`src/rtl/pmul_pkg.sv`:
```
package pmul_pkg;
  typedef enum logic [2:0] {
    MODE_HI   = 3'd0,
    MODE_LO   = 3'd1,
    MODE_MADD = 3'd2,
    MODE_RHI  = 3'd3,
    MODE_RACC = 3'd4
  } mode_e;
endpackage

```
`src/rtl/pmul_lane.sv`:
```
module pmul_lane #(
  parameter int LANE_W = 16,
  localparam int PROD_W = 2 * LANE_W
) (
  input  logic              clk_i,
  input  logic              rst_ni,
  input  logic              en_i,
  input  logic [LANE_W-1:0] a_i,
  input  logic [LANE_W-1:0] b_i,
  output logic [PROD_W-1:0] prod_o
);
  logic signed [PROD_W-1:0] a_ext, b_ext, prod;

  assign a_ext = $signed({{LANE_W{a_i[LANE_W-1]}}, a_i});
  assign b_ext = $signed({{LANE_W{b_i[LANE_W-1]}}, b_i});
  assign prod  = a_ext * b_ext;

  always_ff @(posedge clk_i or negedge rst_ni) begin
    if (!rst_ni)   prod_o <= '0;
    else if (en_i) prod_o <= prod;
  end
endmodule

```
`src/rtl/pmul_format.sv`:
```
module pmul_format
  import pmul_pkg::*;
#(
  parameter int LANE_W = 16,
  parameter int LANES  = 4,
  localparam int PROD_W = 2 * LANE_W,
  localparam int DATA_W = LANES * LANE_W,
  localparam int PAIRS  = LANES / 2
) (
  input  mode_e                         mode_i,
  input  logic [LANES-1:0][PROD_W-1:0]  prod_i,
  input  logic [DATA_W-1:0]             c_i,
  output logic [DATA_W-1:0]             result_o
);
  localparam logic [PROD_W:0] RND = (PROD_W+1)'(1) << (LANE_W - 2);

  logic [DATA_W-1:0] hi_v, lo_v, rhi_v, acc_v, madd_v;

  for (genvar i = 0; i < LANES; i++) begin : g_lane
    logic [PROD_W:0] rsum;
    // 33-bit rounding add, then slice 30:15
    assign rsum = {prod_i[i][PROD_W-1], prod_i[i]} + RND;
    assign hi_v [i*LANE_W +: LANE_W] = prod_i[i][PROD_W-1 -: LANE_W];
    assign lo_v [i*LANE_W +: LANE_W] = prod_i[i][LANE_W-1:0];
    assign rhi_v[i*LANE_W +: LANE_W] = rsum[PROD_W-2 -: LANE_W];
    assign acc_v[i*LANE_W +: LANE_W] = c_i[i*LANE_W +: LANE_W] + rsum[PROD_W-2 -: LANE_W];
  end

  for (genvar j = 0; j < PAIRS; j++) begin : g_pair
    assign madd_v[j*PROD_W +: PROD_W] = prod_i[2*j] + prod_i[2*j+1];
  end

  always_comb begin
    unique case (mode_i)
      MODE_HI:   result_o = hi_v;
      MODE_LO:   result_o = lo_v;
      MODE_MADD: result_o = madd_v;
      MODE_RHI:  result_o = rhi_v;
      MODE_RACC: result_o = acc_v;
      default:   result_o = '0;
    endcase
  end
endmodule

```
`src/rtl/pmul_unit.sv`:
```
module pmul_unit
  import pmul_pkg::*;
#(
  parameter int LANE_W = 16,
  parameter int LANES  = 4,
  localparam int PROD_W = 2 * LANE_W,
  localparam int DATA_W = LANES * LANE_W
) (
  input  logic              clk_i,
  input  logic              rst_ni,
  input  logic              valid_i,
  input  logic [2:0]        mode_i,
  input  logic [DATA_W-1:0] a_i,
  input  logic [DATA_W-1:0] b_i,
  input  logic [DATA_W-1:0] c_i,
  output logic              valid_o,
  output logic [DATA_W-1:0] result_o
);
  logic [LANES-1:0][PROD_W-1:0] prod_q;
  logic                         v1_q;
  mode_e                        mode_q;
  logic [DATA_W-1:0]            c_q;
  logic [DATA_W-1:0]            fmt;

  for (genvar i = 0; i < LANES; i++) begin : g_mul
    pmul_lane #(.LANE_W(LANE_W)) i_lane (
      .clk_i  (clk_i),
      .rst_ni (rst_ni),
      .en_i   (valid_i),
      .a_i    (a_i[i*LANE_W +: LANE_W]),
      .b_i    (b_i[i*LANE_W +: LANE_W]),
      .prod_o (prod_q[i])
    );
  end

  always_ff @(posedge clk_i or negedge rst_ni) begin
    if (!rst_ni) begin
      v1_q   <= 1'b0;
      mode_q <= MODE_HI;
      c_q    <= '0;
    end else begin
      v1_q <= valid_i;
      if (valid_i) begin
        mode_q <= mode_e'(mode_i);
        c_q    <= c_i;
      end
    end
  end

  pmul_format #(.LANE_W(LANE_W), .LANES(LANES)) i_format (
    .mode_i   (mode_q),
    .prod_i   (prod_q),
    .c_i      (c_q),
    .result_o (fmt)
  );

  always_ff @(posedge clk_i or negedge rst_ni) begin
    if (!rst_ni) begin
      valid_o  <= 1'b0;
      result_o <= '0;
    end else begin
      valid_o <= v1_q;
      if (v1_q) result_o <= fmt;
    end
  end

  // cycles since reset, saturating; gates $past-depth-2 checks
  logic [1:0] cyc_q;
  always_ff @(posedge clk_i or negedge rst_ni) begin
    if (!rst_ni)            cyc_q <= '0;
    else if (cyc_q != 2'd2) cyc_q <= cyc_q + 2'd1;
  end

  p_latency_r2: assert property (@(posedge clk_i) disable iff (!rst_ni)
    (cyc_q == 2'd2) |-> (valid_o == $past(valid_i, 2)));

  p_hold_r2: assert property (@(posedge clk_i) disable iff (!rst_ni)
    (cyc_q == 2'd2 && !valid_o) |-> $stable(result_o));

  p_reserved_zero_r8: assert property (@(posedge clk_i) disable iff (!rst_ni)
    (cyc_q == 2'd2 && valid_o && $past(mode_i, 2) > 3'd4) |-> (result_o == '0));

  for (genvar i = 0; i < LANES; i++) begin : g_chk
    p_lo_parity_r4: assert property (@(posedge clk_i) disable iff (!rst_ni)
      (cyc_q == 2'd2 && valid_o && $past(mode_i, 2) == 3'd1) |->
      (result_o[i*LANE_W] == ($past(a_i[i*LANE_W], 2) & $past(b_i[i*LANE_W], 2))));

    p_hi_sign_r3: assert property (@(posedge clk_i) disable iff (!rst_ni)
      (cyc_q == 2'd2 && valid_o && $past(mode_i, 2) == 3'd0 &&
       $past(a_i[i*LANE_W +: LANE_W], 2) != '0 && $past(b_i[i*LANE_W +: LANE_W], 2) != '0) |->
      (result_o[i*LANE_W + LANE_W-1] ==
       ($past(a_i[i*LANE_W + LANE_W-1], 2) ^ $past(b_i[i*LANE_W + LANE_W-1], 2))));

    p_acc_zero_r7: assert property (@(posedge clk_i) disable iff (!rst_ni)
      (cyc_q == 2'd2 && valid_o && $past(mode_i, 2) == 3'd4 &&
       $past(a_i[i*LANE_W +: LANE_W], 2) == '0) |->
      (result_o[i*LANE_W +: LANE_W] == $past(c_i[i*LANE_W +: LANE_W], 2)));
  end
endmodule

```
`config.mk`:
```
export PLATFORM = sky130hd
export DESIGN_NAME = pmul_unit
export DESIGN_NICKNAME = d
export VERILOG_FILES = /design/src/rtl/pmul_pkg.sv /design/src/rtl/pmul_lane.sv /design/src/rtl/pmul_format.sv /design/src/rtl/pmul_unit.sv
export SDC_FILE = /design/constraint.sdc
export NUM_CORES = 2
export LEC_CHECK = 0
export ABC_AREA = 1
export BUFFER_PORTS_ARGS = -buffer_cell sky130_fd_sc_hd__buf_2
export CORE_ASPECT_RATIO = 1.4
export CORE_UTILIZATION = 59
export DETAILED_ROUTE_END_ITERATION = 10
export GPL_TIMING_DRIVEN = 0
export PLACE_DENSITY = 0.9
export SLEW_MARGIN = 5
export SYNTH_ARGS = -nofsm -noshare
export SYNTH_HDL_FRONTEND = slang
export SYNTH_SLANG_ARGS = --single-unit
```
`constraint.sdc`:
```
create_clock -name clk_i -period 2.8 [get_ports clk_i]
set_clock_uncertainty 0.15 [all_clocks]
set_input_delay 0.56 -clock clk_i [delete_from_list [all_inputs] [get_ports clk_i]]
set_output_delay 0.56 -clock clk_i [all_outputs]
set_load 0.03 [all_outputs]
```
==> run_results.csv, run 1 <==
group,metric,value,unit
yosys,yosys.area.top_type,"fa_1",
yosys,synth_ff_type,"dfrtp_1",
yosys,yosys_warnings,0,
placement,hpwlAfterDp,203000,um
yosys,synth_cell_types,56,
yosys,syn_avg_cell_area,7.12,um2
run_status,status,"aborted with a tool error",
cts,numClockSinks,261,
floorplan,num_io_pins,263,
yosys,synth_edf_count,0,
floorplan,initial_utilization,0.596,
placement,io_buffers,159,
yosys,synth_most_common_cell,"nand2_1",
placement,dpl_cell_area,70500,um2
yosys,synthArstFlopShare,1.00,
yosys,ys_seq_elements,261,
timing,worst-ep-kind,"register data pin",
global_route,grt_max_degree,113,
yosys,synth_fp_nets,10553,
yosys,synth.top_cells.by_count,"2542 x nand2_1, 2217 x inv_1, 1054 x fa_1, 454 x ha_1, 425 x nor2_1",
floorplan,die_w,278,um
placement,place.gp.congestion,1.09,
yosys,syn-instance-count,8847,
timing,worst_endpoint,"g_mul[2].i_lane.prod_o[31]$_DFFE_PN0P_/D",
run_status,lastStage,"global routing (5_1_grt)",
global_route,grt_usage,0.719,
cts,root_buffer,"clkbuf_16",
run_status,toolErrorMsg,"[ERROR GRT-0232] Routing congestion too high. Check the congestion heatmap in the GUI.",
yosys,syn_area,63000,um2
yosys,synthTopCellsByArea,"fa_1 33%, nand2_1 15%, inv_1 13%",
cts,ctsHtreeMaxLevel,1,
cts,max-clock-path-buffers,3,
floorplan,fp.dieH,389,um
cts,cts-buffers-inserted,29,
global_route,grt_overflow,332,
yosys,yosysSeqAreaShare,0.104,
floorplan,num_rows,141,
yosys,synth_top_area_frac,0.335,
==> cells by family after synthesis <==
| logic type | after synthesis | synth area share |
|---|---|---|
| and+or+nand+nor | 3680 | 0.240 |
| xor gates and xnor gates | 91 | 0.0128 |
| DFF | 261 | 0.104 |
| buffers and inverters | 2550 | 0.153 |
| adders and majority gates | 1508 | 0.425 |
| AOI/OAI and AO/OA | 757 | 0.0661 |
==> stage by stage <==
| stage | setup slack [ns] | utilization | TNS [ns] | hold slack, ns | cells |
|---|---|---|---|---|---|
| 2_1_floorplan | -2.75 | - | -247.37 | 0.114 | 8847 |
| 3_5_place_dp | -3.95 | 0.667 | -365.20 | 0.218 | 10367 |
| 4_1_cts | -2.61 | 0.739 | -254.08 | 0.000349 | 10696 |
| 3_3_place_gp | -3.95 | 0.666 | -1309.76 | 0.211 | 10364 |
==> timing repair <==
action,CTS
hold buffers,23
pin swaps,445
endpoints found under the setup margin,167
setup buffers,237
cloned,16
hold endpoints to repair,62
resized for setup,953
==> layer usage <==
layer | GRT usage | overflow
met1 | 0.700 | 2
met3 | 0.512 | 9
met5 | 0.161 | 0
met2 | 0.937 | 200
met4 | 0.756 | 121
==> run 2: changes to the inputs <==
--- a/config.mk
+++ b/config.mk
@@ -7,11 +7,10 @@
 export LEC_CHECK = 0
 export ABC_AREA = 1
 export BUFFER_PORTS_ARGS = -buffer_cell sky130_fd_sc_hd__buf_2
-export CORE_ASPECT_RATIO = 1.4
-export CORE_UTILIZATION = 59
+export CORE_UTILIZATION = 40
 export DETAILED_ROUTE_END_ITERATION = 10
 export GPL_TIMING_DRIVEN = 0
-export PLACE_DENSITY = 0.9
+export PLACE_DENSITY_LB_ADDON = 0.15
 export SLEW_MARGIN = 5
 export SYNTH_ARGS = -nofsm -noshare
 export SYNTH_HDL_FRONTEND = slang
==> constraint.sdc (replaced) <==
create_clock -name clk_i -period 3.6 [get_ports clk_i]
set_clock_uncertainty 0.15 [all_clocks]
set_input_delay 0.72 -clock clk_i [delete_from_list [all_inputs] [get_ports clk_i]]
set_output_delay 0.72 -clock clk_i [all_outputs]
set_load 0.03 [all_outputs]
==> run 2 against run 1 <==
  * The flow now finishes, with violations (max-capacitance violations, max-slew violations, negative setup slack)
  * Synthesized area is the same
  * Synthesized cell count is the same
==> run_results.csv, run 2 <==
group,metric,value,unit
global_route,grt_antenna_before_repair,18,
layout,syn_to_final_growth,28.8,%
timing,fin_tns_setup,-162.83,ns
cts,cts-buffers-inserted,35,
timing,final-max-slew-violation-count,11,
yosys,synthTopCellsByArea,"fa_1 33%, nand2_1 15%, inv_1 13%",
yosys,ys_seq_elements,261,
yosys,synth_edf_count,0,
timing,rsz0062_at_grt,"true",
layout,layout-drive-gt1-share,0.220,
cts,max-clock-path-buffers,3,
layout,largest_reg_flops,128,
global_route,met3_usage,0.0343,
yosys,synth_mux_area_frac,0,
yosys,synth_most_common_cell,"nand2_1",
global_route,grt_pass1_vias,60772,
drt,drt_first_iter_violations,4386,
run,maxCapViolCount,1,
critical_path,endpoint_kind,"flip-flop",
drt,postRouteAntennaNets,0,
worst_hold_path,min_from,"c_i[53]",
layout,multi_input_area,53100,um2
critical_path,crit_top_cell,"fa_2",
drt,wl_per_cell,21.0,um
critical_path,crit_type,"in -> reg",
critical_path,worstPathCellList,"clkbuf_16 > clkbuf_16 > nand2_2 > inv_2 > fa_1 > inv_1 > fa_2 > fa_2 > inv_2 > fa_2 > fa_1 > inv_1 > fa_2 > inv_2 > ha_4 > a21oi_4 > a21boi_4 > nand2_1 > nand2_1 > nand3_2 > or2_4 > nand3_4 > o21ai_1",
timing,final_hold_viol_count,0,
cts,clk_pin_slew,0.05,ns
placement,place.gp.congestion,1.03,
layout,layout.cells.most_common_list,"2340 x nand2_1, 1997 x inv_1, 957 x fa_1",
timing,setup_viol,107,
yosys,synth_cell_types,56,
global_route,busiest_layer,"met2",
drt,remaining_drc_errors,0,
drt,drt_first_pass_iters,6,
yosys,syn_avg_cell_area,7.12,um2
yosys,yosys.area.top_type,"fa_1",
critical_path,startpoint,"b_i[52]",
global_route,grt_use_met2,0.506,
critical_path,crit_path_start_kind,"primary input",
floorplan,die-area,159000,um2
critical_path,critical_path_peak_fanout,7,
yosys,yosys_warnings,0,
yosys,synth-simple-area-share,0.240,
cts,root_buffer,"clkbuf_16",
run_status,failed_checks,"max-capacitance violations, max-slew violations, negative setup slack",
layout,top_register,"g_mul.i_lane.prod_o",
floorplan,core-area,156000,um2
timing,max_freq,178,MHz
cts,clk_latency,0.58,ns
layout,fillerInstances,15035,
global_route,grtUsageMet1,0.413,
critical_path,slowest_stage,"fa_2",
yosys,synth.top_cells.by_count,"2542 x nand2_1, 2217 x inv_1, 1054 x fa_1, 454 x ha_1, 425 x nor2_1",
placement,hpwlAfterDp,199000,um
global_route,grt_pass1_wl,366000,um
layout,instances_no_fill,11508,
layout,layout.nets,11125,
floorplan,num_rows,145,
timing,worst_pin_slew,1.54,ns
global_route,grt_overflow,0,
yosys,synth_fa_ha_area_frac,0.425,
layout,regArea,6540,um2
timing,relSlewSlack,-0.0274,
cts,tritoncts,"done",
yosys,synth_ff_type,"dfrtp_1",
yosys,synth_fp_nets,10553,
critical_path,crit_path_max_incr_delay,0.56,ns
drt,wl,242000,um
yosys,syn_area,63000,um2
cts,ctsHtreeMaxLevel,2,
critical_path,arrival,5.92,ns
cts,numClockSinks,261,
placement,io_buffers,159,
yosys,syn-instance-count,8847,
placement,placed_cells,11066,
drt,vias,59238,
yosys,synth_top_family_by_area,"adder cells",
run_status,status,"complete, but fails checks",
critical_path,required,3.89,ns
worst_hold_path,hold_path.class,"in -> reg",
yosys,yosysSeqAreaShare,0.104,
yosys,synth-xor-area-share,0.0128,
layout,largest_registers,"g_mul.i_lane.prod_o (128), c_q (64), result_o (64)",
floorplan,num_io_pins,263,
yosys,synth_top_area_frac,0.335,
global_route,grt_usage,0.305,
layout,layout_commonest_cell,"nand2_1",
timing,min_period_over_period,1.56,
drt,via_per_inst,5.15,
floorplan,fp.dieH,399,um
yosys,synthArstFlopShare,1.00,
timing,finalWorstSetupSlack,-2.03,ns
floorplan,die_w,399,um
floorplan,initial_utilization,0.403,
timing,finalCriticalPeriod,5.63,ns
yosys,synth_compound_area_frac,0.0661,
critical_path,reg2reg_from,"g_mul[3].i_lane.prod_o[17]$_DFFE_PN0P_",
global_route,grt_max_degree,110,
-- run 2: cell counts after synthesis --
Identical to the previous run, type by type.
-- run 2: cells by family (layout without fill, tap and decap cells) --
logic type | count (synthesis) | count (layout)
xor gates and xnor gates | 91 | 91
adders and majority gates | 1508 | 1508
other | 0 | 7
buffers and inverters | 2550 | 3146
DFF | 261 | 261
and+or+nand+nor | 3680 | 3680
AOI/OAI and AO/OA | 757 | 757
-- run 2: critical path: cells and delay by family --
family	cells	cell delay (ns)
fa+ha+maj	7	3.29
simple gates	6	0.78
buf+inv	7	0.56
compound gates	3	0.56
-- run 2: what timing repair did --
| item | 4_1_cts | 5_1_grt |
|---|---|---|
| endpoints found under the hold margin | 54 | 0 |
| hold buffers | 1 | 0 |
| endpoints found under the setup margin | 107 | 132 |
| resized for setup | 1022 | 334 |
| cloned | 23 | 6 |
| buffers inserted | 291 | 55 |
| pin swaps | 494 | 288 |
-- run 2: per-layer routing --
layer  wire length [um]  vias up
met3              15300      436
li1                   -    27462
met2             113000     2007
met4               9860        6
met1             104000    29327
met5                 34        -
-- run 2: through the flow --
stage,worst slack [ns],util,area (um2),hold WS [ns]
after global routing,-2.19,0.519,81100,0.207
final,-2.03,0.519,81100,0.198
after floorplan,-2.11,-,67600,0.202
after global placement,-3.42,0.455,71000,0.206
after detailed placement,-3.16,0.455,71100,0.222
after CTS,-1.98,0.509,79500,0.182
-- run 2: layout make-up --
class	count	area share
sequential	261	0.0806
clock inverter	17	0.00187
timing repair buffer	534	0.0566
clock buffer	44	0.0118
tap	2058	0.0317
multi-input combinational	6036	0.655
antenna	7	0.000216
inverter	2233	0.104
buffer	317	0.0586
timing repair inverter	1	0.0000925
-- run 2: path summary, 6_finish.rpt --
check / to / slack (ns) / depth (start not counted)
worst max-delay path: g_mul[3].i_lane.prod_o[23]$_DFFE_PN0P_ / -2.03 / 23
worst min-delay path: c_q[53]$_DFFE_PN0P_ / 0.20 / 3
worst max register to register: result_o[56]$_DFFE_PN0P_ / -0.08 / 13
worst min register to register: valid_o$_DFF_PN0_ / 0.23 / 0
max in group asynchronous: g_mul[1].i_lane.prod_o[23]$_DFFE_PN0P_ / 1.76 / 3
min in group asynchronous: c_q[40]$_DFFE_PN0P_ / 0.52 / 2
Power of run 2 is left out: the tool's default activity adds up to more than one toggle a clock period on the data nets, which glitch-free logic cannot reach.
